File: config.mk
export PLATFORM = sky130hd
export DESIGN_NAME = uart_irq_router
export DESIGN_NICKNAME = d
export VERILOG_FILES = /design/src/rtl/uirq_pkg.sv /design/src/rtl/uirq_enable_reg.sv /design/src/rtl/uirq_steer.sv /design/src/rtl/uirq_src_cell.sv /design/src/rtl/uart_irq_router.sv
export SDC_FILE = /design/constraint.sdc
export NUM_CORES = 1
export LEC_CHECK = 0
export BUFFER_PORTS_ARGS = -buffer_cell sky130_fd_sc_hd__buf_2
export CAP_MARGIN = 20
export CORE_MARGIN = 1
export CORE_UTILIZATION = 39
export DETAILED_ROUTE_END_ITERATION = 10
export GPL_TIMING_DRIVEN = 0
export PLACE_DENSITY = 0.82
export SYNTH_ARGS = -nofsm -noshare
export SYNTH_HDL_FRONTEND = slang
export SYNTH_SLANG_ARGS = --single-unit
File: constraint.sdc
create_clock -name clk -period 1.6 [get_ports clk]
set_input_delay 0.24 -clock clk [delete_from_list [all_inputs] [get_ports clk]]
set_output_delay 0.24 -clock clk [all_outputs]
set_load 0.02 [all_outputs]
File: src/rtl/uirq_pkg.sv
`timescale 1ns/1ps
package uirq_pkg;

    localparam int REG_W = 32;

    localparam int EN_BRK    = 0;
    localparam int EN_WAKE   = 1;
    localparam int EN_TXINT  = 8;
    localparam int EN_RXINT  = 9;
    localparam int EN_TXDMA  = 16;
    localparam int EN_RXDMA  = 17;
    localparam int EN_RXALL  = 18;
    localparam int EN_PE     = 24;
    localparam int EN_OE     = 25;
    localparam int EN_FE     = 26;

    localparam int IRQ_BRK  = 0;
    localparam int IRQ_WAKE = 1;
    localparam int IRQ_TX   = 2;
    localparam int IRQ_RX   = 3;
    localparam int IRQ_PE   = 4;
    localparam int IRQ_OE   = 5;
    localparam int IRQ_FE   = 6;
    localparam int NUM_IRQ  = 7;

    function automatic logic [REG_W-1:0] impl_mask();
        logic [REG_W-1:0] m;
        m = '0;
        m[EN_BRK]   = 1'b1;
        m[EN_WAKE]  = 1'b1;
        m[EN_TXINT] = 1'b1;
        m[EN_RXINT] = 1'b1;
        m[EN_TXDMA] = 1'b1;
        m[EN_RXDMA] = 1'b1;
        m[EN_RXALL] = 1'b1;
        m[EN_PE]    = 1'b1;
        m[EN_OE]    = 1'b1;
        m[EN_FE]    = 1'b1;
        return m;
    endfunction

    localparam logic [REG_W-1:0] IMPL_MASK = impl_mask();

    typedef enum logic {
        SRC_IDLE,
        SRC_PEND
    } src_state_e;

    typedef enum logic [1:0] {
        ROUTE_NONE,
        ROUTE_IRQ,
        ROUTE_DMA
    } route_e;

    typedef struct packed {
        logic fe;
        logic oe;
        logic pe;
        logic rx_all;
        logic rx_dma;
        logic tx_dma;
        logic rx_int;
        logic tx_int;
        logic wake;
        logic brk;
    } en_view_t;

endpackage

File: src/rtl/uirq_enable_reg.sv
`timescale 1ns/1ps
module uirq_enable_reg
    import uirq_pkg::*;
(
    input  logic             clk,
    input  logic             rst_n,
    input  logic             set_we,
    input  logic [REG_W-1:0] set_wdata,
    input  logic             clr_we,
    input  logic [REG_W-1:0] clr_wdata,
    output logic [REG_W-1:0] en_q
);

    logic [REG_W-1:0] set_v;
    logic [REG_W-1:0] clr_v;
    logic [REG_W-1:0] en_d;

    // Clear is applied after set, so a clear beats a set on the same bit.
    always_comb begin
        set_v = set_we ? (set_wdata & IMPL_MASK) : '0;
        clr_v = clr_we ? clr_wdata : '0;
        en_d  = (en_q | set_v) & ~clr_v;
    end

    always_ff @(posedge clk) begin
        if (!rst_n) begin
            en_q <= '0;
        end else if (set_we || clr_we) begin
            en_q <= en_d;
        end
    end

endmodule

File: src/rtl/uirq_steer.sv
`timescale 1ns/1ps
module uirq_steer
    import uirq_pkg::*;
(
    input  en_view_t             en,
    input  logic                 ev_frame_err,
    input  logic                 ev_overrun,
    input  logic                 ev_parity_err,
    input  logic                 ev_rx_ready,
    input  logic                 ev_rx_is_addr,
    input  logic                 ev_tx_ready,
    input  logic                 ev_wakeup,
    input  logic                 ev_break,
    output logic [NUM_IRQ-1:0]   irq_hit,
    output logic                 rx_dma_hit,
    output logic                 tx_dma_hit
);

    route_e rx_route;
    route_e tx_route;

    // Receive route decode: data frames follow the DMA enable, address
    // frames need the all-frames bit as well.
    always_comb begin
        if (!ev_rx_ready) begin
            rx_route = ROUTE_NONE;
        end else if (en.rx_dma && (!ev_rx_is_addr || en.rx_all)) begin
            rx_route = ROUTE_DMA;
        end else begin
            rx_route = ROUTE_IRQ;
        end
    end

    always_comb begin
        if (!ev_tx_ready) begin
            tx_route = ROUTE_NONE;
        end else if (en.tx_dma) begin
            tx_route = ROUTE_DMA;
        end else begin
            tx_route = ROUTE_IRQ;
        end
    end

    always_comb begin
        irq_hit             = '0;
        rx_dma_hit          = 1'b0;
        tx_dma_hit          = 1'b0;
        irq_hit[IRQ_FE]     = ev_frame_err  && en.fe;
        irq_hit[IRQ_OE]     = ev_overrun    && en.oe;
        irq_hit[IRQ_PE]     = ev_parity_err && en.pe;
        irq_hit[IRQ_WAKE]   = ev_wakeup     && en.wake;
        irq_hit[IRQ_BRK]    = ev_break      && en.brk;
        unique case (rx_route)
            ROUTE_NONE: ;
            ROUTE_IRQ:  irq_hit[IRQ_RX] = en.rx_int;
            ROUTE_DMA:  rx_dma_hit      = 1'b1;
            default:    ;
        endcase
        unique case (tx_route)
            ROUTE_NONE: ;
            ROUTE_IRQ:  irq_hit[IRQ_TX] = en.tx_int;
            ROUTE_DMA:  tx_dma_hit      = 1'b1;
            default:    ;
        endcase
    end

endmodule

File: src/rtl/uirq_src_cell.sv
`timescale 1ns/1ps
module uirq_src_cell
    import uirq_pkg::*;
(
    input  logic clk,
    input  logic rst_n,
    input  logic hit,
    input  logic ack,
    output logic irq
);

    src_state_e state_q;
    src_state_e state_d;

    always_ff @(posedge clk) begin
        if (!rst_n) begin
            state_q <= SRC_IDLE;
        end else begin
            state_q <= state_d;
        end
    end

    // raise: IDLE -> PEND on hit; retire: PEND -> IDLE on ack without hit.
    always_comb begin
        state_d = state_q;
        unique case (state_q)
            SRC_IDLE: if (hit)         state_d = SRC_PEND;
            SRC_PEND: if (ack && !hit) state_d = SRC_IDLE;
            default:                   state_d = SRC_IDLE;
        endcase
    end

    always_comb begin
        irq = (state_q == SRC_PEND);
    end

endmodule

File: src/rtl/uart_irq_router.sv
`timescale 1ns/1ps
module uart_irq_router
    import uirq_pkg::*;
#(
    parameter int                AW      = 8,
    parameter logic [AW-1:0]     SET_OFS = 8'h0C,
    parameter logic [AW-1:0]     CLR_OFS = 8'h10
) (
    input  logic               clk,
    input  logic               rst_n,
    input  logic               set_we,
    input  logic [31:0]        set_wdata,
    input  logic               clr_we,
    input  logic [31:0]        clr_wdata,
    input  logic [AW-1:0]      rd_addr,
    output logic [31:0]        rd_data,
    input  logic               ev_frame_err,
    input  logic               ev_overrun,
    input  logic               ev_parity_err,
    input  logic               ev_rx_ready,
    input  logic               ev_rx_is_addr,
    input  logic               ev_tx_ready,
    input  logic               ev_wakeup,
    input  logic               ev_break,
    input  logic [6:0]         irq_ack,
    output logic [6:0]         irq_req,
    output logic               rx_dma_req,
    output logic               tx_dma_req
);

    logic [REG_W-1:0]   en_q;
    en_view_t           en_v;
    logic [NUM_IRQ-1:0] irq_hit;
    logic               rx_dma_hit;
    logic               tx_dma_hit;
    logic               rx_dma_q;
    logic               tx_dma_q;

    uirq_enable_reg u_en (
        .clk       (clk),
        .rst_n     (rst_n),
        .set_we    (set_we),
        .set_wdata (set_wdata),
        .clr_we    (clr_we),
        .clr_wdata (clr_wdata),
        .en_q      (en_q)
    );

    always_comb begin
        en_v.fe     = en_q[EN_FE];
        en_v.oe     = en_q[EN_OE];
        en_v.pe     = en_q[EN_PE];
        en_v.rx_all = en_q[EN_RXALL];
        en_v.rx_dma = en_q[EN_RXDMA];
        en_v.tx_dma = en_q[EN_TXDMA];
        en_v.rx_int = en_q[EN_RXINT];
        en_v.tx_int = en_q[EN_TXINT];
        en_v.wake   = en_q[EN_WAKE];
        en_v.brk    = en_q[EN_BRK];
    end

    uirq_steer u_steer (
        .en            (en_v),
        .ev_frame_err  (ev_frame_err),
        .ev_overrun    (ev_overrun),
        .ev_parity_err (ev_parity_err),
        .ev_rx_ready   (ev_rx_ready),
        .ev_rx_is_addr (ev_rx_is_addr),
        .ev_tx_ready   (ev_tx_ready),
        .ev_wakeup     (ev_wakeup),
        .ev_break      (ev_break),
        .irq_hit       (irq_hit),
        .rx_dma_hit    (rx_dma_hit),
        .tx_dma_hit    (tx_dma_hit)
    );

    for (genvar gi = 0; gi < NUM_IRQ; gi++) begin : g_src
        uirq_src_cell u_cell (
            .clk   (clk),
            .rst_n (rst_n),
            .hit   (irq_hit[gi]),
            .ack   (irq_ack[gi]),
            .irq   (irq_req[gi])
        );
    end

    always_ff @(posedge clk) begin
        if (!rst_n) begin
            rx_dma_q <= 1'b0;
            tx_dma_q <= 1'b0;
        end else begin
            rx_dma_q <= rx_dma_hit;
            tx_dma_q <= tx_dma_hit;
        end
    end

    assign rx_dma_req = rx_dma_q;
    assign tx_dma_req = tx_dma_q;

    always_comb begin
        if ((rd_addr == SET_OFS) || (rd_addr == CLR_OFS)) begin
            rd_data = en_q;
        end else begin
            rd_data = '0;
        end
    end

endmodule

==> results summary, run 1 <==
The average cell area after synthesis is 8.26 um2. The final-stage net count came out at 414. The sum of overflow across all layers after global routing is 0.

The total leakage power is 0.00131 uW. Counting buffers and inverters, the worst setup path is 7 cells deep. For this design, the CTS-stage hold fixing added 0 buffers. The checks that failed: setup timing.

The synthesized design contains 41 register bits. The clock input transition at the sequential cells of the worst setup and hold paths is 0.07 ns. The final wirelength is 4600 um.

In this run the worst path has a maximum fanout of 8. The detailed placer's ending HPWL came out at 3120 um. The category of cells accounting for the largest share of critical-path delay is simple AND/OR/NAND/NOR gates. The effective utilization at floorplan is 41.5%. The number of placed instances, taps included, is 362. The wire length of the first global-routing pass came out at 7160 um.

The average wire length per cell after detail routing came out at 12.3 um. The H-tree was split into 2 levels. The non-filler instance count after layout came out at 374. The flow ran to the end, but the final reports show violations.

The clock reaches the later pin of the worst-skew pair after 0.28 ns. The peak per-stage delay on the critical path is 0.53 ns. The number of diodes added for antenna fixing is 0.

During synthesis, Yosys emitted a total of 0 warnings. The CTS sink count is 41. The area of the die came out at 4610 um2.

Counting the buffers created by CTS gives 5. The number of input and output port buffers inserted is 107. The transition at the pin with the smallest max-transition slack is 0.494 ns. The share of the cycle needed by the critical path after routing came out at 115%. The congestion estimate from routability-driven global placement came to 0.658.

The arrival time of the worst setup path came out at 1.60 ns. The worst-case IR drop observed on VDD is 0.439 mV. Counting cells, the worst reg-to-reg path comes to 2.

The net count after synthesis is 296. The iteration count of the initial detailed-routing pass is 4. The top-level port count is 132.

The min-delay analysis places its worst path in the category in2reg. For the worst setup path, the data required time is 1.36 ns. The number of instances on the worst hold path is 2. The maximum clock path buffer count is 2. The area of the core region is 4090 um2. The buffer cell driving the clock tree root is sky130_fd_sc_hd__clkbuf_8. The number of violations reported at the end of detailed-routing iteration 0 came out at 50. The number of nets with antenna violations after routing came out at 0.

The width of the chip came out at 67.9 um. Summing all non-filler instances in the final layout gives an area of 2700 um2. The cell repeated most along the worst path is sky130_fd_sc_hd__buf_6. The count of unique library cells instantiated by Yosys came out at 19. The least setup slack across all paths after layout is -0.238 ns. STA classifies the critical path endpoint as an output port. The TritonCTS clock tree is yes. The via count of the first global-routing pass is 1654. After detailed placement, the total cell area comes to 2330 um2.

The final number of hold-violating endpoints came to 0. Summing the sequential cell areas from Yosys gives 48.4% of the chip area. The overall global routing resource usage is 21.1%.

The number of antenna violations at the first check in global routing was 0. Static timing analysis puts the maximum clock frequency at 0.544 GHz. The total of endpoints with negative setup slack in the final report came out at 32.

The number of slew-limit violations in the final report came to 0. By startpoint and endpoint, the worst setup path is classified as in2out. The routed via count came out at 1714. The relative area change from synthesis to final layout is 59.5%. After detailed routing, the number of remaining DRC violations is 0.

The post-synthesis instance area came out at 1690 um2. The worst clock skew on the final layout came out at 0.00453 ns. The smallest clock period supported by the final layout is computed as 1.84 ns.

The share of post-route cells with drive strength above 1 is 48.8%. The tool flagged a number of max-cap violations equal to 0. The relative max-transition margin came out at 67.0%. The die boundary height is 67.9 um. Row generation in the floorplan step produced 23 rows.

Traced cell by cell, the critical path runs through buf_6 > or4_4 > a211oi_4 > buf_6 > buf_6 > and2_4 > buf_6. Using the TritonRoute via totals, the vias-per-cell ratio works out to 4.58. The standard cell with the maximum stage delay on the critical path is sky130_fd_sc_hd__or4_4. The power per unit of standard cell area came out at 699 nW/um2. The buffering stage count on the worst path with inverters included is 4.

STA classifies the critical path startpoint as an input port. The post-synthesis instance total is 205. The maximum number of pins on one net before global-route repair is 12. Setup repair after global routing could not meet its margin everywhere.
## cell usage after synthesis
library cell               count  area [um2]
sky130_fd_sc_hd__a211oi_4      1        20.0
sky130_fd_sc_hd__a21boi_1      6        45.0
sky130_fd_sc_hd__a21oi_1      32         160
sky130_fd_sc_hd__a41o_1        1        10.0
sky130_fd_sc_hd__and2_1       32         200
sky130_fd_sc_hd__and3_1        1        6.26
sky130_fd_sc_hd__and3b_1       1        8.76
sky130_fd_sc_hd__buf_4         7        52.6
sky130_fd_sc_hd__buf_6         3        33.8
sky130_fd_sc_hd__clkbuf_1      9        33.8
sky130_fd_sc_hd__dfxtp_1      41         821
sky130_fd_sc_hd__inv_1         1        3.75
sky130_fd_sc_hd__nand2_1      48         180
sky130_fd_sc_hd__nand2b_1      6        37.5
sky130_fd_sc_hd__nand3b_1      2        15.0
sky130_fd_sc_hd__nor2_1       11        41.3
sky130_fd_sc_hd__o21ai_1       1        5.00
sky130_fd_sc_hd__or3b_1        1        8.76
sky130_fd_sc_hd__or4_4         1        11.3
## cell type report
class / instances / area (um2)
Fill cell: 346 / 1390
Sequential cell: 41 / 821
Multi-Input combinational cell: 144 / 821
Timing Repair Buffer: 111 / 793
Buffer: 19 / 120
Clock buffer: 8 / 80.1
Tap cell: 50 / 62.6
Inverter: 1 / 3.75
## per-layer routing
metal / vias to the layer above / global-route usage (%) / share of wire [%]
met5: - / 0 / 0
met4: 0 / 7.29 / 1.3
met3: 8 / 6.33 / 7.5
met2: 74 / 37.4 / 50
met1: 747 / 23.8 / 42
li1: 885 / - / -
## sequential cells by signal, summed over array words and instances, names as in the netlist
register          cells
u_en.en_q            32
g_src.u_cell.irq      7
rx_dma_req            1
tx_dma_req            1
## path summary, 6_finish.rpt
check                     start                   to  slack [ns]
setup reg to reg  u_en.en_q[18]  g_src[3].u_cell.irq        0.78
hold reg to reg   u_en.en_q[29]        u_en.en_q[29]        0.43
setup / recovery     rd_addr[0]          rd_data[30]       -0.24
hold / removal    clr_wdata[29]        u_en.en_q[29]        0.12
## placed cells by master, fill, tap and decap left out, drive strengths merged
| cell type | instances |
|---|---|
| a21boi | 6 |
| a41o | 1 |
| and2 | 32 |
| buf | 121 |
| nand2b | 6 |
| nand2 | 48 |
| a211oi | 1 |
| dfxtp | 41 |
| and3b | 1 |
| nor2 | 11 |
| and3 | 1 |
| inv | 1 |
| nand3b | 2 |
| o21ai | 1 |
| clkbuf | 17 |
| a21oi | 32 |
| or3b | 1 |
| or4 | 1 |
## timing repair
| item | CTS | global route |
|---|---|---|
| buffers inserted | 1 | 0 |
| gates resized for setup | 92 | 8 |
| gates cloned | 3 | 0 |
| endpoints found under the setup margin | 32 | 32 |
| pin swaps | 12 | 12 |
## cells by family after synthesis
| logic type | count (synthesis) | share of synthesized area, % |
|---|---|---|
| AO/OA/AOI/OAI | 41 | 14.2 |
| flip-flops | 41 | 48.4 |
| buffers and inverters | 20 | 7.31 |
| AND/OR/NAND/NOR | 103 | 30.1 |
## where the power goes
| part | switching (uW) | internal, uW | total, uW |
|---|---|---|---|
| Sequential | 13.4 | 1040 | 1050 |
| Clock | 329 | 310 | 639 |
| Combinational | 93.5 | 103 | 197 |
| Total | 436 | 1450 | 1890 |
## per-stage QoR
stage	hold slack (ns)	worst slack (ns)	power, uW	utilization, %	TNS, ns
2_1_floorplan	0.331	-0.0178	1160	-	-0.533
3_3_place_gp	0.414	-0.298	1270	57.0	-8.88
3_5_place_dp	0.417	-0.319	1270	57.0	-9.41
4_1_cts	0.112	-0.281	1910	65.7	-8.60
5_1_grt	0.112	-0.278	1970	66.1	-8.27
6_report	0.119	-0.238	1890	66.1	-7.02
Note: power is estimated with default switching activity, not from simulation.
==> run 2, diff against run 1 <==
==> constraint.sdc (replaced) <==
create_clock -name clk -period 1.8 [get_ports clk]
set_input_delay 0.27 -clock clk [delete_from_list [all_inputs] [get_ports clk]]
set_output_delay 0.27 -clock clk [all_outputs]
set_load 0.02 [all_outputs]
==> run 2 against run 1 <==
  * The run still ends with setup timing left
  * Die area is the same
  * Design area is 1.5% higher
  * Critical path depth unchanged
  * Clock power rose by 19%
  * Sequential power down 11%
  * Sequential share of layout area fell by 0.44 points
  * Wire length rose by 2.5%
  * Clock skew fell by 0.00084 ns
  * Total power decreased by 1.1%
  * Register-to-register slack gained 0.21 ns
  * First-iteration DRC count rose by 14%
  * Critical path type unchanged
  * Largest cell class unchanged
  * Largest power group unchanged
  * Highest routed layer unchanged
==> results summary, run 2 (synthesis gave the netlist of run 1 again) <==
The finished cells cover 2740 um2. The path class of the tightest hold or removal check is in2reg. The top-level port count is 132. The total placed cells including tap cells came out at 362.

The maximum clock path buffer count is 2. The final number of hold-violating endpoints is 0. The number of buffers inserted for hold repair after clock tree synthesis is 0. The area of the die came out at 4610 um2. The power per unit of standard cell area is 682 nW/um2. The per-cell via count in the routed design came out at 4.60. The signal on the critical path passes through buf_6 > or4_4 > a211oi_4 > buf_6 > buf_6 > and2_4 > buf_6.

The share of post-route cells with drive strength above 1 is 49.8%. Along the worst path, the maximum fanout reaches 7. The number of diodes added for antenna fixing came out at 0.

The minimum period implied by the final worst setup slack came out at 1.91 ns. The number of slew-limit violations in the final report came out at 0. The CTS sink count is 41. The instance area after placement is 2290 um2. The clock input transition at the sequential cells of the worst setup and hold paths came out at 0.08 ns. The die boundary height is 67.9 um. The flow ran to the end, but the final reports show violations. The number of antenna violations at the first check in global routing is 0. In the routed design, unresolved DRC markers number 0. The buffering stage count on the worst path with inverters included came out at 4. After legalization and detailed placement, the total HPWL measured 3210 um. The number of nets with antenna violations after routing came out at 0. The maximum number of pins on one net before global-route repair came out at 13. The internal power consumption came out at 1470 uW. The via count of the first global-routing pass came out at 1536. The analysis attributes to net switching a power of 402 uW. The total leakage power came out at 0.00133 uW. The buffer cell driving the clock tree root is sky130_fd_sc_hd__clkbuf_8. The overall power of the completed layout is 1870 uW. Of the total power, the clock network draws 40.6%.

Fill cells in the final layout number 359. The kind of cell with the highest combined delay along the critical path is simple AND/OR/NAND/NOR gates. The worst clock skew on the final layout came out at 0.00369 ns. The critical path is of the in2out type.

VDD sags by at most 0.526 mV. In this run, flip-flops and latches consume 50.1% of the power. The share of the cycle needed by the critical path after routing came out at 106%. The effective utilization at floorplan is 41.5%. The number of violations reported at the end of detailed-routing iteration 0 came out at 57. Before antenna repair, the detailed router went through 4 iterations.

The sum of overflow across all layers after global routing is 0. Counting stages on the worst path, the most repeated cell is sky130_fd_sc_hd__buf_6. The width of the chip came out at 67.9 um.

The relative max-transition margin is 66.5%. The final reports fail on setup timing. The highest clock rate came out at 0.523 GHz.

The final weighted congestion in routability-driven placement is 0.666. STA classifies the critical path startpoint as an input port. The arrival time of the worst setup path is 1.64 ns. Setup repair after global routing could not meet its margin everywhere. The register with the most flip-flops in the layout has 32 of them. The transition at the pin with the smallest max-transition slack came out at 0.503 ns. The number of maximum-capacitance constraint violations is 0. Leaving out fill and tap cells, the most frequent cell in the layout is sky130_fd_sc_hd__buf_2. The share of total power dissipated in combinational logic is 9.3%.

The standard cell with the maximum stage delay on the critical path is sky130_fd_sc_hd__or4_4. The peak per-stage delay on the critical path came out at 0.53 ns. TritonCTS built the clock tree. The least setup slack across all paths after layout is -0.113 ns. The site row count is 23.

The final-stage net count is 415. The total of endpoints with negative setup slack in the final report came out at 32. The wire length of the first global-routing pass is 7040 um. The core region is 4090 um2. TritonCTS created 5 clock buffers.

The count of buffers added on input and output ports is 107. The element type at the critical path end is an output port. The average wire length per cell after detail routing came out at 12.6 um. In the layout the commonest cells are 74 x sky130_fd_sc_hd__buf_2, 48 x sky130_fd_sc_hd__nand2_1, 41 x sky130_fd_sc_hd__dfxtp_1.

The maximum level of the CTS H-tree is 2. The relative area change from synthesis to final layout came out at 61.8%. The register with the most flip-flops in the final layout is u_en.en_q. The overall global routing resource usage is 21.3%. The switching share of power came out at 21.5%. The worst path required time is 1.53 ns.

The latest clock arrival within the worst-skew pair came out at 0.29 ns. The non-filler instance count after layout is 375. The routed design has 4710 um of wire. The routed layout has 1726 vias.
==> run 2: cell count changes in the layout (fill, tap and decap cells not counted), sizes merged <==
cell / delta
buf: +1
bufinv: +1
clkbuf: -1
==> run 2: worst paths after layout <==
check / slack [ns] / cells past startpoint / endpoint / startpoint
worst min register to register: 0.43 / 2 / u_en.en_q[5] / u_en.en_q[5]
worst max register to register: 0.99 / 2 / g_src[3].u_cell.irq / u_en.en_q[18]
worst max-delay path: -0.11 / 7 / rd_data[3] / rd_addr[6]
worst min-delay path: 0.15 / 2 / u_en.en_q[15] / clr_wdata[15]
==> run 2: stage by stage <==
stage | hold WS (ns) | util, % | TNS, ns | worst slack, ns
finish | 0.146 | 67.1 | -3.23 | -0.113
global route | 0.132 | 67.1 | -4.24 | -0.148
CTS | 0.137 | 66.6 | -4.21 | -0.143
detailed placement | 0.417 | 56.1 | -4.59 | -0.167
global placement | 0.414 | 56.1 | -4.34 | -0.159
floorplan | 0.361 | - | 0 | 0.0869
==> run 2: power by group through the flow <==
stage / logic (uW) / registers (uW) / clock network (uW)
floorplan: 76.1 / 955 / 0
global route: 195 / 939 / 814
global placement: 168 / 956 / 0
CTS: 176 / 936 / 773
finish: 175 / 936 / 759
detailed placement: 172 / 956 / 0
==> run 2: worst register-to-register path: stages, from the launching register on <==
cell,delay (ns)
sky130_fd_sc_hd__dfxtp_1,0.36
sky130_fd_sc_hd__o21ai_1,0.11
sky130_fd_sc_hd__a41o_1,0.24
==> run 2: repair_timing <==
| item | CTS | global route |
|---|---|---|
| gates cloned | 3 | 0 |
| pin swaps | 25 | 4 |
| setup endpoints to repair | 32 | 32 |
| buffers inserted | 2 | 0 |
| gates resized for setup | 96 | 6 |
==> run 2: area by class of cell <==
class / instances / area [um2] / area share, %
multi-input combinational: 144 / 827 / 30.2
clock inverter: 1 / 30.0 / 1.10
sequential: 41 / 821 / 29.9
buffer: 19 / 120 / 4.38
timing repair buffer: 112 / 791 / 28.8
inverter: 1 / 3.75 / 0.137
tap: 50 / 62.6 / 2.28
clock buffer: 7 / 86.3 / 3.15
==> run 2: routing by layer <==
layer | wire, um | GRT usage [%] | part of all wire [%]
met5 | 0 | 0 | 0
met3 | 349 | 8.17 | 7.4
met1 | 1880 | 22.5 | 40
met4 | 36 | 3.91 | 0.76
met2 | 2450 | 39.9 | 52
